<file path="src/rtl/ipd_pkg.sv">
package ipd_pkg;
  // bit positions inside the 2-bit per-channel fields and the pending register
  localparam int unsigned PB_CMPL = 0;
  localparam int unsigned PB_ERR  = 1;

  function automatic int unsigned id_width(input int unsigned nch);
    return (nch > 1) ? $clog2(nch) : 1;
  endfunction
endpackage

</file>
<file path="src/rtl/ipd_flag_bank.sv">
module ipd_flag_bank #(
  parameter int unsigned NCH = 8
) (
  input  logic           clk,
  input  logic           rst,
  input  logic [NCH-1:0] set_cmpl_i,
  input  logic [NCH-1:0] set_err_i,
  input  logic [NCH-1:0] clr_cmpl_i,
  input  logic [NCH-1:0] clr_err_i,
  input  logic [NCH-1:0] ens_cmpl_i,
  input  logic [NCH-1:0] ens_err_i,
  input  logic [NCH-1:0] enc_cmpl_i,
  input  logic [NCH-1:0] enc_err_i,
  output logic [NCH-1:0] flag_cmpl_o,
  output logic [NCH-1:0] flag_err_o,
  output logic [NCH-1:0] en_cmpl_o,
  output logic [NCH-1:0] en_err_o
);
  for (genvar c = 0; c < NCH; c++) begin : g_ch
    always_ff @(posedge clk) begin
      if (rst) begin
        flag_cmpl_o[c] <= 1'b0;
        flag_err_o[c]  <= 1'b0;
        en_cmpl_o[c]   <= 1'b0;
        en_err_o[c]    <= 1'b0;
      end else begin
        // engine set dominates software clear
        flag_cmpl_o[c] <= (flag_cmpl_o[c] & ~clr_cmpl_i[c]) | set_cmpl_i[c];
        flag_err_o[c]  <= (flag_err_o[c]  & ~clr_err_i[c])  | set_err_i[c];
        en_cmpl_o[c]   <= (en_cmpl_o[c] & ~enc_cmpl_i[c]) | ens_cmpl_i[c];
        en_err_o[c]    <= (en_err_o[c]  & ~enc_err_i[c])  | ens_err_i[c];
      end
    end

    // a set event always leaves the flag high
    p_set_wins_r6: assert property (@(posedge clk) disable iff (rst)
      set_cmpl_i[c] |=> flag_cmpl_o[c]);
    p_err_set_r2: assert property (@(posedge clk) disable iff (rst)
      set_err_i[c] |=> flag_err_o[c]);
    // a clear without a competing set drops the flag
    p_clear_r9: assert property (@(posedge clk) disable iff (rst)
      (clr_cmpl_i[c] && !set_cmpl_i[c]) |=> !flag_cmpl_o[c]);
    // enable clear without a set drops the enable
    p_en_clear_r4: assert property (@(posedge clk) disable iff (rst)
      (enc_err_i[c] && !ens_err_i[c]) |=> !en_err_o[c]);
  end
endmodule

</file>
<file path="src/rtl/ipd_pick.sv">
module ipd_pick #(
  parameter int unsigned NCH  = 8,
  parameter int unsigned ID_W = 3
) (
  input  logic [NCH-1:0]  flag_cmpl_i,
  input  logic [NCH-1:0]  flag_err_i,
  input  logic [NCH-1:0]  en_cmpl_i,
  input  logic [NCH-1:0]  en_err_i,
  output logic            any_o,
  output logic [ID_W+1:0] pend_o
);
  logic [NCH-1:0] live;
  assign live  = (flag_cmpl_i & en_cmpl_i) | (flag_err_i & en_err_i);
  assign any_o = |live;

  // scan from the top so the lowest live channel is the last to win
  always_comb begin
    pend_o = '0;
    for (int i = NCH - 1; i >= 0; i--) begin
      if (live[i]) begin
        pend_o = {ID_W'(i), flag_err_i[i], flag_cmpl_i[i]};
      end
    end
  end
endmodule

</file>
<file path="src/rtl/ipd_dispatch.sv">
module ipd_dispatch #(
  parameter int unsigned NCH  = 8,
  parameter int unsigned ID_W = ipd_pkg::id_width(NCH)
) (
  input  logic            clk,
  input  logic            rst,
  input  logic [NCH-1:0]  evt_cmpl_i,
  input  logic [NCH-1:0]  evt_err_i,
  input  logic [ID_W-1:0] cfg_ch_i,
  input  logic [1:0]      cfg_wdata_i,
  input  logic            ien_set_we_i,
  input  logic            ien_clr_we_i,
  input  logic            flag_clr_we_i,
  input  logic            pend_we_i,
  input  logic [ID_W+1:0] pend_wdata_i,
  output logic [ID_W+1:0] pend_o,
  output logic            irq_o,
  output logic [NCH-1:0]  flag_cmpl_o,
  output logic [NCH-1:0]  flag_err_o,
  output logic [NCH-1:0]  ien_cmpl_o,
  output logic [NCH-1:0]  ien_err_o
);
  import ipd_pkg::*;

  logic [NCH-1:0] clr_cmpl, clr_err, ens_cmpl, ens_err, enc_cmpl, enc_err;

  // per-channel decode of the software strobes
  for (genvar c = 0; c < NCH; c++) begin : g_dec
    logic cfg_hit, ack_hit;
    assign cfg_hit = (cfg_ch_i == ID_W'(c));
    assign ack_hit = pend_we_i && (pend_wdata_i[ID_W+1:2] == ID_W'(c));
    assign clr_cmpl[c] = (flag_clr_we_i && cfg_hit && cfg_wdata_i[PB_CMPL])
                       | (ack_hit && pend_wdata_i[PB_CMPL]);
    assign clr_err[c]  = (flag_clr_we_i && cfg_hit && cfg_wdata_i[PB_ERR])
                       | (ack_hit && pend_wdata_i[PB_ERR]);
    assign ens_cmpl[c] = ien_set_we_i && cfg_hit && cfg_wdata_i[PB_CMPL];
    assign ens_err[c]  = ien_set_we_i && cfg_hit && cfg_wdata_i[PB_ERR];
    assign enc_cmpl[c] = ien_clr_we_i && cfg_hit && cfg_wdata_i[PB_CMPL];
    assign enc_err[c]  = ien_clr_we_i && cfg_hit && cfg_wdata_i[PB_ERR];
  end

  ipd_flag_bank #(.NCH(NCH)) u_bank (
    .clk         (clk),
    .rst         (rst),
    .set_cmpl_i  (evt_cmpl_i),
    .set_err_i   (evt_err_i),
    .clr_cmpl_i  (clr_cmpl),
    .clr_err_i   (clr_err),
    .ens_cmpl_i  (ens_cmpl),
    .ens_err_i   (ens_err),
    .enc_cmpl_i  (enc_cmpl),
    .enc_err_i   (enc_err),
    .flag_cmpl_o (flag_cmpl_o),
    .flag_err_o  (flag_err_o),
    .en_cmpl_o   (ien_cmpl_o),
    .en_err_o    (ien_err_o)
  );

  logic            any_d;
  logic [ID_W+1:0] pend_d;

  ipd_pick #(.NCH(NCH), .ID_W(ID_W)) u_pick (
    .flag_cmpl_i (flag_cmpl_o),
    .flag_err_i  (flag_err_o),
    .en_cmpl_i   (ien_cmpl_o),
    .en_err_i    (ien_err_o),
    .any_o       (any_d),
    .pend_o      (pend_d)
  );

  always_ff @(posedge clk) begin
    if (rst) begin
      irq_o  <= 1'b0;
      pend_o <= '0;
    end else begin
      irq_o  <= any_d;
      pend_o <= pend_d;
    end
  end

  // outputs are quiet one cycle after reset
  p_reset_quiet_r1: assert property (@(posedge clk)
    rst |=> (!irq_o && pend_o == '0));
  // an asserted line always comes with a flag in the pending register
  p_pend_has_flag_r8: assert property (@(posedge clk) disable iff (rst)
    irq_o |-> (pend_o[1:0] != 2'b00));
  // no interrupt means an empty pending register
  p_pend_empty_r8: assert property (@(posedge clk) disable iff (rst)
    !irq_o |-> (pend_o == '0));
  // a new enabled flag raises the line on the next cycle
  p_irq_follows_r7: assert property (@(posedge clk) disable iff (rst)
    $rose(|(flag_err_o & ien_err_o)) |=> irq_o);
endmodule

</file>
<file path="config.mk">
export PLATFORM = sky130hd
export DESIGN_NAME = ipd_dispatch
export DESIGN_NICKNAME = d
export VERILOG_FILES = /design/src/rtl/ipd_pkg.sv /design/src/rtl/ipd_flag_bank.sv /design/src/rtl/ipd_pick.sv /design/src/rtl/ipd_dispatch.sv
export SDC_FILE = /design/constraint.sdc
export NUM_CORES = 1
export LEC_CHECK = 0
export BUFFER_PORTS_ARGS = -buffer_cell sky130_fd_sc_hd__buf_2
export CELL_PAD_IN_SITES_DETAIL_PLACEMENT = 1
export CELL_PAD_IN_SITES_GLOBAL_PLACEMENT = 1
export CORE_MARGIN = 4
export CORE_UTILIZATION = 39
export CTS_BUF_LIST = sky130_fd_sc_hd__clkbuf_4 sky130_fd_sc_hd__clkbuf_8
export DETAILED_ROUTE_END_ITERATION = 16
export PLACE_DENSITY = 0.84
export SYNTH_ARGS = -nofsm -noshare
export SYNTH_HDL_FRONTEND = slang
export SYNTH_SLANG_ARGS = --single-unit
</file>
<file path="constraint.sdc">
create_clock -name clk -period 2.5 [get_ports clk]
set_clock_uncertainty 0.05 [all_clocks]
set_input_delay 0.125 -clock clk [delete_from_list [all_inputs] [get_ports clk]]
set_output_delay 0.125 -clock clk [all_outputs]
set_load 0.005 [all_outputs]
</file>
# Word-level counts from Yosys, hierarchy flattened
# Index checks and enable logic that the tools add are counted.
# word_totals
ff_bits	38
ram_bits	0
memories	0
mem_bits_ro	0
word_cells	276
output_inout_bits	38
latch_bits	0
# classes
bitwise_logic	115
n_reduce_logical	102
n_shift	0
div_mod_pow	0
n_eq_ne	14
addsub	0
muxes	8
multipliers	0
n_lt_le_gt_ge	0
# op_table
op	count
$logic_and A1 B1 Y1	96
$or A1 B1 Y1	48
$and A1 B1 Y1	32
$not A1 Y1	32
$eq A3 B3 Y1 const B	8
$mux W5	4
$and A8 B8 Y8	2
$eq A3 B2 Y1 const B	4
$mux W4	2
$or A8 B8 Y8	1
$reduce_or A8 Y1	1
$eq A3 B1 Y1 const B	2
$logic_not A3 Y1	2
$reduce_or A5 Y1	1
$mux W3	1
$reduce_or A3 Y1	1
$mux W2	1
$reduce_or A2 Y1	1

# Longest topological paths before layout
# depth
ltp_word	10
ltp_mapped	5
depth_no_buf	4

# Modules after synthesis
# A second synthesis with hierarchy kept.
# hier_totals
hier_cells	270
hier_area_um2	2030.7
# by_module_without_submodules
module	instances	cells_per_inst	seq_area_each_um2	area_per_inst_um2
ipd_flag_bank	1	131	640.6	1154.9
ipd_dispatch	1	86	120.1	529.3
ipd_pick	1	53	0.0	346.6

# Least setup slack after synthesis
# OpenSTA, ideal clock, no wires.
# synth_path
kind	flip-flop to flip-flop
from	reg u_bank.flag_cmpl_o[6]
to	reg pend_o[0]
stages_incl_launch_ff	5
t_arrival_ns	1.212
synth_period_minus_slack_ns	1.348
setup_ns	0.086
setup_slack_ns	1.152
required_ns	2.364
cell_sequence	dfxtp_1 a22oi_2 nand3_1 a311o_1 a221oi_2
# synth_between
elab_chain_cells	9
# synth_lines
element	line	text
from (decl)	ipd_flag_bank.sv:14	output logic [NCH-1:0] flag_cmpl_o,
from (signal, indexed assignment)	ipd_flag_bank.sv:28	flag_cmpl_o[c] <= (flag_cmpl_o[c] & ~clr_cmpl_i[c]) | set_cmpl_i[c];
$and A8 B8 Y8	ipd_pick.sv:13	assign live = (flag_cmpl_i & en_cmpl_i) | (flag_err_i & en_err_i);
$or A8 B8 Y8	ipd_pick.sv:13	
$mux W5 * (3 in a row)	ipd_pick.sv:20	if (live[i]) begin
$mux W4 * (2 in a row)	ipd_pick.sv:20	
$mux W3 *	ipd_pick.sv:20	
$mux W2 *	ipd_pick.sv:20	
to (signal assigned)	ipd_dispatch.sv:77	pend_o <= pend_d;
to (decl)	ipd_dispatch.sv:16	output logic [ID_W+1:0] pend_o,
# Every way passes the cells marked *; elsewhere a longest branch is shown, timed or not.
# A chain may end at the register's enable or synchronous reset.

# Worst setup path after layout
# layout_path
from	reg u_bank.flag_err_o[4]
to	reg pend_o[0]
# layout_between
elab_chain_cells	7
# layout_lines
element	line	text
from (decl)	ipd_flag_bank.sv:15	output logic [NCH-1:0] flag_err_o,
from (signal, indexed assignment)	ipd_flag_bank.sv:29	flag_err_o[c] <= (flag_err_o[c] & ~clr_err_i[c]) | set_err_i[c];
$and A8 B8 Y8	ipd_pick.sv:13	
$or A8 B8 Y8	ipd_pick.sv:13	
$mux W5	ipd_pick.sv:20	
$mux W4 (2 in a row)	ipd_pick.sv:20	
$mux W3	ipd_pick.sv:20	
$mux W2	ipd_pick.sv:20	
# Every way passes these cells.

==> flow_summary_export.csv <==
group,metric,value,unit
global_routing,grt_pass1_vias,2235,
drt,routedWlPerCell,18.8,um
finish,seqCellArea,761,um2
yosys,yosysTopAreaCellShare,0.402,
min_path,holdPathStages,3,
sta,grt_setup_unrepaired,"no",
sta,whs,0.00799,ns
yosys,synth_compound_gate_area_share,0.327,
sta,worstMarginPinSlew,0.717,ns
clocking,cts_resized,0,
worst_setup_path,slowest_stage,"dfxtp_1",
clocking,postCtsSetupBuffers,0,
power,ir_worst_vdd,0.000310,V
drt,dr.pass1.iters,5,
drt,ant_nets,0,
placement,dp_slack,1.04,ns
yosys,synthesis.area,1890,um2
worst_setup_path,critical_path_buf_inv_count,0,
worst_setup_path,required,2.66,ns
clocking,clk_latency,0.29,ns
power,leakage,1.08,nW
worst_setup_path,crit_fanout,7,
clocking,tritoncts,"yes",
drt,route.met2.wl,3660,um
finish,area_delta_synth_final,31.7,%
worst_setup_path,path_cells,"a22o_1 -> nor2b_1 -> a311o_1 -> a221oi_2",
yosys,synthXorXnorAreaFrac,0,
sta,drv_slew,0,
yosys,post-synth-top-area-cell,"dfxtp_1",
yosys,ys_warn_count,0,
min_path,hold_path_end,"u_bank.flag_cmpl_o[4]",
floorplanning,initial_core_util,0.401,
worst_setup_path,r2r_cells,4,
clocking,htreeDepth,2,
clocking,clk_pin_slew,0.07,ns
placement,io_buffers,69,
yosys,synth_top_family_by_area,"compound AO/OA/AOI/OAI gates",
yosys,synth_area_per_cell,7.95,um2
worst_setup_path,cpLargestDelayFamily,"compound AO/OA/AOI/OAI gates",
drt,highest_layer,"met4",
floorplanning,rows,25,
global_routing,grt_max_degree,39,
floorplanning,core-area,4720,um2
yosys,syn_nets,270,
clocking,cts-root-buf,"clkbuf_8",
sta,finalCritPeriodShare,0.628,
worst_setup_path,cp.arrival,1.72,ns
floorplanning,die_h,77.7,um
yosys,ys.flop_type,"dfxtp_1",
yosys,synth-simple-area-share,0.243,
drt,wirelength_met1,2940,um
run_status,outcome,"finished, final reports clean",
yosys,ys_types,34,
drt,drcViolationCount,0,
worst_setup_path,r2r_start,"u_bank.flag_err_o[4]",
sta,fmax,0.637,GHz
placement,hpwlAfterDp,5160,um
finish,multi_input_area,1080,um2
floorplanning,die_w,77.7,um
yosys,synth-seq-cells,38,
clocking,cts_made_buffers,5,
worst_setup_path,cp-start-kind,"flip-flop",
drt,drtIter0Drc,160,
drt,wl_met3,489,um
worst_setup_path,r2r_slack,0.93,ns
finish,drive_above_1_share,0.262,
sta,tns,0,ns
worst_setup_path,endpoint_kind,"flip-flop",
clocking,ctsHoldBuffers,10,
min_path,hold_start,"evt_cmpl_i[4]",
floorplanning,pin_count,70,
yosys,yosysMostFrequentCell,"dfxtp_1",
clocking,clk_path_buf_depth,2,
worst_setup_path,critPathKind,"flip-flop to flip-flop",
global_routing,grt_overflow,0,
run,max-cap-violations,0,
global_routing,track_usage,0.247,
floorplanning,dieArea,6030,um2
global_routing,grt_antenna_before_repair,0,
yosys,netlist_top_cells_count,"dfxtp_1 (38), a21oi_1 (36), nand2_1 (29)",
drt,via_per_inst,5.72,
yosys,synthTopCellsByArea,"dfxtp_1 (40%), a21oi_1 (9.5%), a22oi_1 (7.5%)",
placement,finalWeightedCongestion,0.884,
finish,fill_cells,625,
finish,fin_nets,348,
finish,diodes,0,
sta,finalHoldViolations,0,
yosys,yosysSeqAreaShare,0.402,
worst_setup_path,cpPeakStageDelay,0.46,ns
sta,min_period,1.57,ns
yosys,synthMuxAreaShare,0,
drt,vias,2197,
sta,setup_viol,0,
yosys,syn-instance-count,238,
yosys,synth_edf_count,0,
global_routing,grt_pass1_wl,11600,um
sta,slew_headroom,0.522,
yosys,synth-adder-area-share,0,
yosys,async_reset_ff_frac,0,
drt,drt_wl_total,7200,um
clocking,clkSinkCount,38,
worst_setup_path,r2r_end,"pend_o[0]",
min_path,hold_class,"input pin to flip-flop",
sta,timing.final.ws_setup,0.931,ns
power,p_per_area,527,nW/um2
==> worst reg2reg max path, delay by kind of cell, from the launching register on <==
kind	cells	cell delay, ns
AO/OA/AOI/OAI	3	0.87
flip-flops	1	0.46
AND/OR/NAND/NOR	1	0.12
==> sequential cells by signal (all words and copies together) (netlist names) <==
name,count
u_bank.en_cmpl_o,8
u_bank.en_err_o,8
u_bank.flag_cmpl_o,8
u_bank.flag_err_o,8
pend_o,5
irq_o,1
==> worst max path at each step <==
stage,from,to,slack [ns],cells after the start
after floorplan,u_bank.flag_cmpl_o[6],pend_o[0],1.15,4
after detailed placement,u_bank.flag_err_o[4],pend_o[0],1.04,4
after global placement,u_bank.flag_cmpl_o[6],pend_o[0],1.09,4
after global routing,u_bank.flag_cmpl_o[5],irq_o,0.87,4
after CTS,u_bank.flag_cmpl_o[5],irq_o,0.96,4
final,u_bank.flag_err_o[4],pend_o[0],0.93,4
==> cells in the final DEF (no fill, tap or decap), drive strengths merged, types with 6 or more instances in the layout <==
cell         Yosys  final
dfxtp           38     38
clkbuf           6      7
a22o             6      6
o21ai           20     20
dlygate4sd3      0     12
buf              5     70
nand2           29     29
a21oi           36     36
nor2            26     26
a22oi           21     21
==> cell families after synthesis <==
family	count (synthesis)
AOI/OAI and AO/OA	95
buffers and inverters	11
DFF	38
and+or+nand+nor	94
==> per-layer routing <==
metal  global-route usage  up-vias
met5                    0        -
met4               0.0819        0
met3               0.0580       11
met2                0.422       77
met1                0.303     1073
li1                     -     1036
==> where the power goes <==
| part | total [mW] | leakage, nW | switching [mW] | internal [mW] |
|---|---|---|---|---|
| logic | 0.196 | 0.719 | 0.108 | 0.0883 |
| clock network | 0.446 | 0.0517 | 0.213 | 0.233 |
| registers | 0.672 | 0.312 | 0.0378 | 0.634 |
==> final cells by class <==
type | instances | share of cell area
repair buffers | 82 | 0.190
multi-input cells | 189 | 0.433
flip-flops and latches | 38 | 0.305
clock inverters | 1 | 0.00201
well taps | 67 | 0.0336
clock buffers | 7 | 0.0361
==> stage by stage <==
| step | std cells | total power [mW] | area, um2 | utilization |
|---|---|---|---|---|
| 2_1_floorplan | 238 | 0.771 | 1890 | - |
| 3_3_place_gp | 364 | 0.858 | 2280 | 0.482 |
| 5_1_grt | 384 | 1.39 | 2490 | 0.528 |
| 3_5_place_dp | 364 | 0.864 | 2280 | 0.482 |
| 6_report | 384 | 1.31 | 2490 | 0.528 |
| 4_1_cts | 382 | 1.32 | 2470 | 0.523 |
(Power assumes the default switching activity.)
